===== config.mk =====
export PLATFORM = sky130hd
export DESIGN_NAME = nand_cycle_seq
export DESIGN_NICKNAME = d
export VERILOG_FILES = /design/src/rtl/nand_cycle_seq.sv
export SDC_FILE = /design/constraint.sdc
export NUM_CORES = 1
export LEC_CHECK = 0
export BUFFER_PORTS_ARGS = -buffer_cell sky130_fd_sc_hd__buf_2
export CAP_MARGIN = 5
export CORE_MARGIN = 1
export CORE_UTILIZATION = 54
export CTS_CLUSTER_DIAMETER = 150
export DETAILED_ROUTE_END_ITERATION = 10
export PLACE_DENSITY = 0.82
export SLEW_MARGIN = 20
export SYNTH_ARGS = -nofsm -noshare
export SYNTH_HDL_FRONTEND = slang
export SYNTH_SLANG_ARGS = --single-unit

===== constraint.sdc =====
create_clock -name clk -period 2.9 [get_ports clk]
set_clock_uncertainty 0.2 [all_clocks]
set_input_delay 0.58 -clock clk [delete_from_list [all_inputs] [get_ports clk]]
set_output_delay 0.58 -clock clk [all_outputs]
set_load 0.01 [all_outputs]

===== src/rtl/nand_cycle_seq.sv =====
module nand_cycle_seq #(
  parameter int CS_N = 4,
  parameter logic [31:0] TIM_RST = 32'h0000_0294
) (
  input  logic            clk,
  input  logic            rst_n,
  input  logic            bus_valid,
  input  logic            bus_write,
  input  logic [7:0]      bus_addr,
  input  logic [31:0]     bus_wdata,
  output logic            bus_ready,
  output logic [31:0]     bus_rdata,
  output logic [CS_N-1:0] nand_ce,
  output logic            nand_cle,
  output logic            nand_ale,
  output logic            nand_we,
  output logic            nand_re,
  output logic            nand_wp,
  output logic [7:0]      nand_dq_o,
  output logic            nand_dq_oe,
  input  logic [7:0]      nand_dq_i,
  input  logic            nand_rb
);
  localparam logic [31:0] TIM_MASK = 32'h0040_03FC;
  localparam logic [31:0] CTL_MASK = 32'h0000_0FF3;

  typedef enum logic [2:0] {S_IDLE, S_SETUP, S_WAIT, S_HOLD, S_RECOV, S_DONE} st_t;

  st_t         st;
  logic [1:0]  cnt;
  logic [31:0] ctl;
  logic [31:0] tim [CS_N];
  logic [31:0] rdata_q, tim_rd;
  logic [3:0]  a_q;
  logic        wr_q, done_flag, rb_s1, rb_s2;
  logic [7:0]  wd_q;
  logic [1:0]  hld_q, rec_q;
  logic        sel_setup;
  logic [1:0]  sel_rec, sel_hld, sel_rdw, sel_wrw, w_acc;
  logic [CS_N-1:0] ce_l;
  logic        unused_bits;

  assign unused_bits = ^{bus_addr[1:0], bus_addr[5]};

  always_comb begin
    sel_setup = 1'b0; sel_rec = '0; sel_hld = '0; sel_rdw = '0; sel_wrw = '0;
    tim_rd = '0;
    for (int i = 0; i < CS_N; i++) begin
      if (ctl[9:8] == 2'(i)) begin
        sel_setup = tim[i][22];
        sel_rec   = tim[i][3:2];
        sel_hld   = tim[i][5:4];
        sel_rdw   = tim[i][7:6];
        sel_wrw   = tim[i][9:8];
      end
      if (bus_addr[3:2] == 2'(i)) tim_rd = tim[i];
    end
  end

  assign w_acc = bus_write ? sel_wrw : sel_rdw;

  always_ff @(posedge clk or negedge rst_n) begin
    if (!rst_n) begin
      st <= S_IDLE; cnt <= '0; ctl <= '0; rdata_q <= '0; a_q <= '0;
      wr_q <= 1'b0; wd_q <= '0; hld_q <= '0; rec_q <= '0;
      done_flag <= 1'b0; rb_s1 <= 1'b0; rb_s2 <= 1'b0;
      for (int i = 0; i < CS_N; i++) tim[i] <= TIM_RST & TIM_MASK;
    end else begin
      rb_s1 <= nand_rb;
      rb_s2 <= rb_s1;
      case (st)
        S_IDLE: if (bus_valid) begin
          a_q     <= {bus_addr[7], bus_addr[4:2]};
          wr_q    <= bus_write;
          wd_q    <= bus_wdata[7:0];
          hld_q   <= sel_hld;
          rec_q   <= sel_rec;
          rdata_q <= '0;
          if (bus_addr[7]) begin
            st <= S_DONE;
            if (bus_write) begin
              if (!bus_addr[6]) begin
                if (!bus_addr[2]) ctl <= bus_wdata & CTL_MASK;
              end else begin
                for (int i = 0; i < CS_N; i++)
                  if (bus_addr[3:2] == 2'(i)) tim[i] <= bus_wdata & TIM_MASK;
              end
            end else begin
              rdata_q <= bus_addr[6] ? tim_rd :
                         bus_addr[2] ? {28'd0, done_flag, 2'b00, rb_s2} : ctl;
            end
          end else begin
            done_flag <= 1'b0;
            if (!ctl[0]) st <= S_DONE;
            else begin
              st  <= sel_setup ? S_SETUP : S_WAIT;
              cnt <= (w_acc == 2'd0) ? 2'd0 : w_acc - 2'd1;
            end
          end
        end
        S_SETUP: st <= S_WAIT;
        S_WAIT: if (cnt == 2'd0) begin
          if (!wr_q) rdata_q <= {24'd0, nand_dq_i};
          if (hld_q != 2'd0) begin
            st <= S_HOLD; cnt <= hld_q - 2'd1;
          end else if (rec_q != 2'd0) begin
            st <= S_RECOV; cnt <= rec_q - 2'd1;
          end else st <= S_DONE;
        end else cnt <= cnt - 2'd1;
        S_HOLD: if (cnt == 2'd0) begin
          if (rec_q != 2'd0) begin
            st <= S_RECOV; cnt <= rec_q - 2'd1;
          end else st <= S_DONE;
        end else cnt <= cnt - 2'd1;
        S_RECOV: if (cnt == 2'd0) st <= S_DONE;
                 else cnt <= cnt - 2'd1;
        S_DONE: begin
          st <= S_IDLE;
          if (!a_q[3]) done_flag <= 1'b1;
        end
        default: st <= S_IDLE;
      endcase
    end
  end

  wire act   = (st == S_SETUP) || (st == S_WAIT) || (st == S_HOLD);
  wire ce_a  = act && a_q[2];
  wire we_a  = (st == S_WAIT) && wr_q;
  wire re_a  = (st == S_WAIT) && !wr_q;

  for (genvar g = 0; g < CS_N; g++) begin : g_ce
    assign ce_l[g]    = ce_a && (ctl[11:10] == 2'(g));
    assign nand_ce[g] = ce_l[g] ^ ctl[4];
  end

  assign nand_cle   = (act && a_q[1]) ^ ctl[7];
  assign nand_ale   = (act && a_q[0]) ^ ctl[7];
  assign nand_we    = we_a ^ ctl[5];
  assign nand_re    = re_a ^ ctl[5];
  assign nand_wp    = ctl[1] ^ ctl[6];
  assign nand_dq_oe = wr_q && ((st == S_WAIT) || (st == S_HOLD));
  assign nand_dq_o  = nand_dq_oe ? wd_q : 8'd0;
  assign bus_ready  = (st == S_DONE);
  assign bus_rdata  = bus_ready ? rdata_q : 32'd0;

  assert_ready_pulse_R3: assert property (@(posedge clk) disable iff (!rst_n)
    bus_ready |=> !bus_ready);

  assert_ce_onehot_R6: assert property (@(posedge clk) disable iff (!rst_n)
    $onehot0(ce_l));

  assert_flag_after_done_R8: assert property (@(posedge clk) disable iff (!rst_n)
    $rose(done_flag) |-> $past(bus_ready));

  assert_mode_off_fast_R9: assert property (@(posedge clk) disable iff (!rst_n)
    (st == S_IDLE && bus_valid && !bus_addr[7] && !ctl[0]) |=> bus_ready);

  assert_reg_fast_R10: assert property (@(posedge clk) disable iff (!rst_n)
    (st == S_IDLE && bus_valid && bus_addr[7]) |=> bus_ready);

  assert_no_strobe_idle_R4: assert property (@(posedge clk) disable iff (!rst_n)
    $rose(bus_ready) |-> !(we_a || re_a || nand_dq_oe));
endmodule


==> results of run 1 <==
through the flow:
| stage | util [%] | worst slack (ns) |
|---|---|---|
| global placement | 59.8 | 0.367 |
| global route | 62.0 | 0.0149 |
| detailed placement | 59.8 | 0.340 |
| finish | 62.0 | 0.191 |
| CTS | 62.0 | 0.193 |
| floorplan | - | 0.675 |
cells by family (layout without fill, tap and decap cells):
group           after synthesis  count (layout)  synth area share (%)
simple gates                 92              92                  12.7
fa+ha+maj                     1               1                 0.274
other cells                   1              19                0.0820
mux                          85              85                  24.7
compound gates               49              49                  7.94
flops                        84              84                  46.4
buf+inv                      48              95                  6.08
xor+xnor                      9               9                  1.72
registers in the layout (all words and copies together) (netlist names):
signal / cells
tim: 36
rdata_q: 13
ctl: 10
wd_q: 8
a_q: 4
st: 3
cnt: 2
hld_q: 2
rec_q: 2
done_flag: 1
rb_s1: 1
rb_s2: 1
wr_q: 1
path summary, 6_finish.rpt:
path	start	depth (start not counted)	slack, ns	end
worst max-delay path	st[2]	5	0.19	nand_ce[1]
worst max register to register	st[0]	5	0.40	tim[40]
max in group asynchronous	rst_n	2	1.78	tim[105]
min in group clk	nand_rb	1	0.12	rb_s1
worst min-delay path	rst_n	1	0.03	wd_q[6]
worst min register to register	rb_s1	0	0.16	rb_s2
metal layers:
layer / routed length [um] / GRT usage [%] / up-vias
li1: - / - / 1453
met1: 4350 / 33.1 / 1623
met2: 5110 / 41.4 / 123
met3: 700 / 5.50 / 14
met4: 167 / 8.85 / 0
met5: 0 / 0 / -
synthesized netlist by cell type, types with 3 or more instances:
cell	count	area, um^2
dfrtp_1	68	1700
mux2_2	63	709
nand2_1	21	78.8
buf_4	20	150
dfstp_2	16	420
mux4_2	16	360
and2_1	15	93.8
o21ai_0	12	60.1
clkbuf_1	11	41.3
and3_1	10	62.6
nor2_1	9	33.8
inv_1	8	30.0
a22oi_1	6	45.0
buf_2	6	30.0
nor2b_1	6	37.5
mux2i_1	5	50.1
xnor2_1	5	43.8
a21oi_1	4	20.0
nand4_1	4	25.0
nor3b_1	4	30.0
o221ai_1	4	35.0
xor2_1	4	35.0
a221o_1	3	30.0
nor3_1	3	15.0
worst reg2reg max path, stage by stage (launching register included):
cell     delay (ns)
dfrtp_1        0.54
nor4b_4        0.37
nand4_1        0.22
nor3b_1        0.45
buf_4          0.26
mux2_2         0.35
final cells by class:
| type | instances | area [um^2] |
|---|---|---|
| clock buffer | 10 | 138 |
| clock inverter | 6 | 43.8 |
| fill | 662 | 3120 |
| inverter | 8 | 30.0 |
| multi-input combinational | 255 | 2240 |
| sequential | 84 | 2120 |
| tap | 105 | 131 |
| timing repair buffer | 71 | 393 |
power groups by stage:
stage                     sequential (mW)  combinational [mW]  clock (mW)
after floorplan                      1.86                1.34           0
after global routing                 2.16                1.80       0.846
after global placement               2.06                1.57           0
after CTS                            2.08                1.65       0.795
final                                2.09                1.65       0.783
after detailed placement             2.11                1.64           0
==> impl_metrics.tcl, run 1 <==
set metrics [dict create \
    cpPeakStageDelay_ns 0.54 \
    outcome "finished, final reports clean" \
    clk-insertion-delay-late_ns 0.36 \
    power.total_mw 4.52 \
    cts.sinks 84 \
    peakVddDrop_uv 561 \
    drt-vias-per-instance 5.96 \
    initial_utilization_pct 55.6 \
    placementRows 33 \
    path_clk_slew_ns 0.09 \
    slew_headroom_pct 56.2 \
    ys_warn_count 0 \
    cell_internal_pwr_mw 2.85 \
    post-route-period-util_pct 93.4 \
    synth_enable_flop_cells 0 \
    drive_above_1_share_pct 44.5 \
    setup_tns_ns 0 \
    synth-main-ff-cell "dfrtp_1" \
    stdcell_area_mm2 0.00510 \
    grt_max_degree 52 \
    cts_hold_buf 0 \
    post_drt_wl_per_cell_um 19.2 \
    min_period_ns 2.71 \
    ios 104 \
    grt.total_usage_pct 25.3 \
    grt_pass1_vias 3225 \
    clkPwrFrac_pct 17.3 \
    worstPathCellList "o21ba_2 > nand2_1 > nor3b_1 > xor2_1 > buf_2" \
    coreArea_mm2 0.00822 \
    switching_share_pct 37.0 \
    max_cap_viol_count 0 \
    antennaDiodeCount 0 \
    routabilityCongestion 0.889 \
    chipWidth_um 94 \
    worstPathRequired_ns 2.12 \
    synth_area_mm2 0.00457 \
    p_leak_nw 2.41 \
    grt_pass1_wl_um 16500 \
    cp_data_arrival_time_ns 1.93 \
    synth.distinct_cells 57 \
    dieHeight_um 94 \
    tightest_slew_ns 0.657 \
    layout_commonest_cell "dfrtp_1" \
    p_per_area_mw_per_mm2 888 \
    cts_made_buffers 9 \
    htree_levels 3 \
    placed_area_mm2 0.00491 \
    cp_slowest_cell "dfrtp_1" \
    drt-total-wl_um 10300 \
    cts-resized-gates 0 \
    async_flop_share_pct 100 \
    dp.cells 523 \
    dr.pass1.iters 4 \
    slew_viol_final 0 \
    max_freq_mhz 369 \
    synthCells 369 \
    hpwl_um 7420 \
    crit_family "flip-flops" \
    cp.buffers_inverters 1 \
    syn_to_final_growth_pct 11.5 \
    rsz0062_at_grt "false" \
    cts_tree "done" \
    startpoint_type "register" \
    io_buffers 62 \
    hold_class "in -> async" \
    yosys_register_bits 84 \
    crit_path_max_fanout 14 \
    cts_root_buffer "clkbuf_8" \
    cts_setup_buffers 0 \
    hold_viol 0 \
    antenna_found_initial 0 \
    pwr-share-seq_pct 46.3 \
    setup_viol 0 \
    ant_nets 0 \
    whs_ns 0.0323 \
    avgSynthCellArea_um2 12.4 \
    stdcell_count 539 \
    overflow 0 \
    combPwrFrac_pct 36.4 \
    mostFrequentLayoutCells "68 x dfrtp_1, 63 x mux2_2, 61 x buf_2" \
    drcViolationCount 0 \
    end_kind "primary output" \
    clk_path_buf_depth 2 \
    path_class "reg -> out" \
    nets 483 \
    seq_area_frac_synth_pct 46.4 \
    via_count 3213 \
    drt_iter0_drc 195 \
    dieArea_mm2 0.00884 \
    power.switching_mw 1.67 \
]
Power figures use the tool's default switching activity.
==> inputs of run 2 (changes only) <==
==> constraint.sdc (replaced) <==
create_clock -name clk -period 2.9 [get_ports clk]
set_clock_uncertainty 0.2 [all_clocks]
set_input_delay 0.29 -clock clk [delete_from_list [all_inputs] [get_ports clk]]
set_output_delay 0.29 -clock clk [all_outputs]
set_load 0.01 [all_outputs]
==> run 2 against run 1 <==
Against the previous run:
- clock power is 11% higher
- final area is 1.5% higher
- clock-buffer cell count down 1
- sequential cell count unchanged
- die area did not move
- critical path depth down 1
- first-iteration DRC count rose by 47%
==> impl_metrics.tcl, run 2 (synthesis gave the netlist of run 1 again) <==
set metrics [dict create \
    outcome "finished, final reports clean" \
    io_buffers 62 \
    crit_path_max_fanout 14 \
    path_clk_slew_ns 0.08 \
    syn_to_final_growth_pct 13.2 \
    fill_cells 648 \
    grt.total_usage_pct 24.8 \
    drt-total-wl_um 10200 \
    chipWidth_um 94 \
    min_period_ns 2.61 \
    via_count 3253 \
    cts_made_buffers 9 \
    drt-vias-per-instance 5.97 \
    dr.pass1.iters 5 \
    cp_data_arrival_time_ns 2.65 \
    slew_viol_final 0 \
    post_drt_wl_per_cell_um 18.7 \
    layout_commonest_cell "dfrtp_1" \
    p_per_area_mw_per_mm2 888 \
    rsz0062_at_grt "false" \
    max_freq_mhz 383 \
    peakVddDrop_uv 475 \
    antennaDiodeCount 0 \
    dp_slack_ns 0.378 \
    grt_max_degree 85 \
    placed_area_mm2 0.00489 \
    antenna_found_initial 0 \
    drive_above_1_share_pct 43.6 \
    cts_tree "done" \
    placementRows 33 \
    nets 489 \
    hpwl_um 7060 \
    dieArea_mm2 0.00884 \
    htree_levels 3 \
    startpoint_type "register" \
    dp.cells 522 \
    coreArea_mm2 0.00822 \
    clk-insertion-delay-late_ns 0.36 \
    grt_pass1_vias 3093 \
    post-route-period-util_pct 90.0 \
    overflow 0 \
    max_cap_viol_count 0 \
    end_kind "register" \
    worstPathRequired_ns 2.94 \
    mostFrequentLayoutCells "68 x dfrtp_1, 63 x mux2_2, 61 x buf_2" \
    ios 104 \
    whs_ns 0.0117 \
    clk_path_buf_depth 2 \
    routabilityCongestion 0.871 \
    stdcell_count 545 \
    cpPeakStageDelay_ns 0.55 \
    drt_iter0_drc 287 \
    path_class "reg -> reg" \
    power.total_mw 4.59 \
    cts_root_buffer "clkbuf_8" \
    grt_pass1_wl_um 16300 \
    tightest_slew_ns 0.750 \
    hold_viol 0 \
    cp_slowest_cell "dfrtp_1" \
    initial_utilization_pct 55.6 \
    stdcell_area_mm2 0.00517 \
    setup_tns_ns 0 \
    dieHeight_um 94 \
    ant_nets 0 \
    cts.sinks 84 \
    reg_top3 "tim: 36 flops, rdata_q: 13 flops, ctl: 10 flops" \
    worstPathCellList "nor4b_4 > nand4_1 > nor3_4 > mux2_2" \
    p_leak_nw 2.44 \
    slew_headroom_pct 50.0 \
    fin_ws_ns 0.291 \
    largest_register "tim" \
    cts-resized-gates 0 \
    drcViolationCount 0 \
    hold_class "in -> reg" \
    largest_reg_flops 36 \
    setup_viol 0 \
    utilization_pct 63.0 \
]
## run 2: cell count changes in the layout (fill, tap and decap cells not counted), sizes merged
cell	change
dlygate4sd3	+7
buf	-1
bufinv	+1
clkbuf	-1
## run 2: per-layer routing
layer / track usage (%) / share of wire, % / wire [um]
met3: 3.96 / 6.2 / 630
met2: 39.2 / 49 / 4960
met4: 7.56 / 1.6 / 160
met5: 0 / 0 / 0
met1: 35.2 / 44 / 4440
## run 2: worst max-delay path, delay by kind of cell (launching register included)
family,cells,cell delay [ns]
DFF,1,0.55
muxes,1,0.41
and+or+nand+nor,3,1.34
## run 2: cell type report
class	instances	area, um^2	share of cell area [%]
Clock inverter	7	82.6	1.60
Clock buffer	9	124	2.39
Inverter	8	30.0	0.580
Timing Repair Buffer	77	447	8.63
Tap cell	105	131	2.54
Multi-Input combinational cell	255	2240	43.3
Sequential cell	84	2120	41.0
## run 2: path summary, 6_finish.rpt
kind,startpoint,endpoint,slack (ns),cells after the start
setup / recovery,st[0],tim[99],0.29,4
hold / removal,bus_wdata[22],tim[22],0.01,2
setup reg to reg,st[0],tim[99],0.29,4
hold reg to reg,rb_s1,rb_s2,0.18,0
max in group asynchronous,rst_n,st[2],1.64,2
min in group asynchronous,rst_n,wd_q[6],0.33,2
## run 2: report_power, final
group          internal (mW)  switching [mW]
Clock                  0.413           0.454
Combinational          0.886           0.760
Sequential              1.63           0.453
Total                   2.93            1.67
## run 2: what timing repair did
| item | CTS | global route |
|---|---|---|
| buffers inserted | 0 | 0 |
| endpoints found under the hold margin | 76 | 0 |
| hold buffers | 7 | 0 |
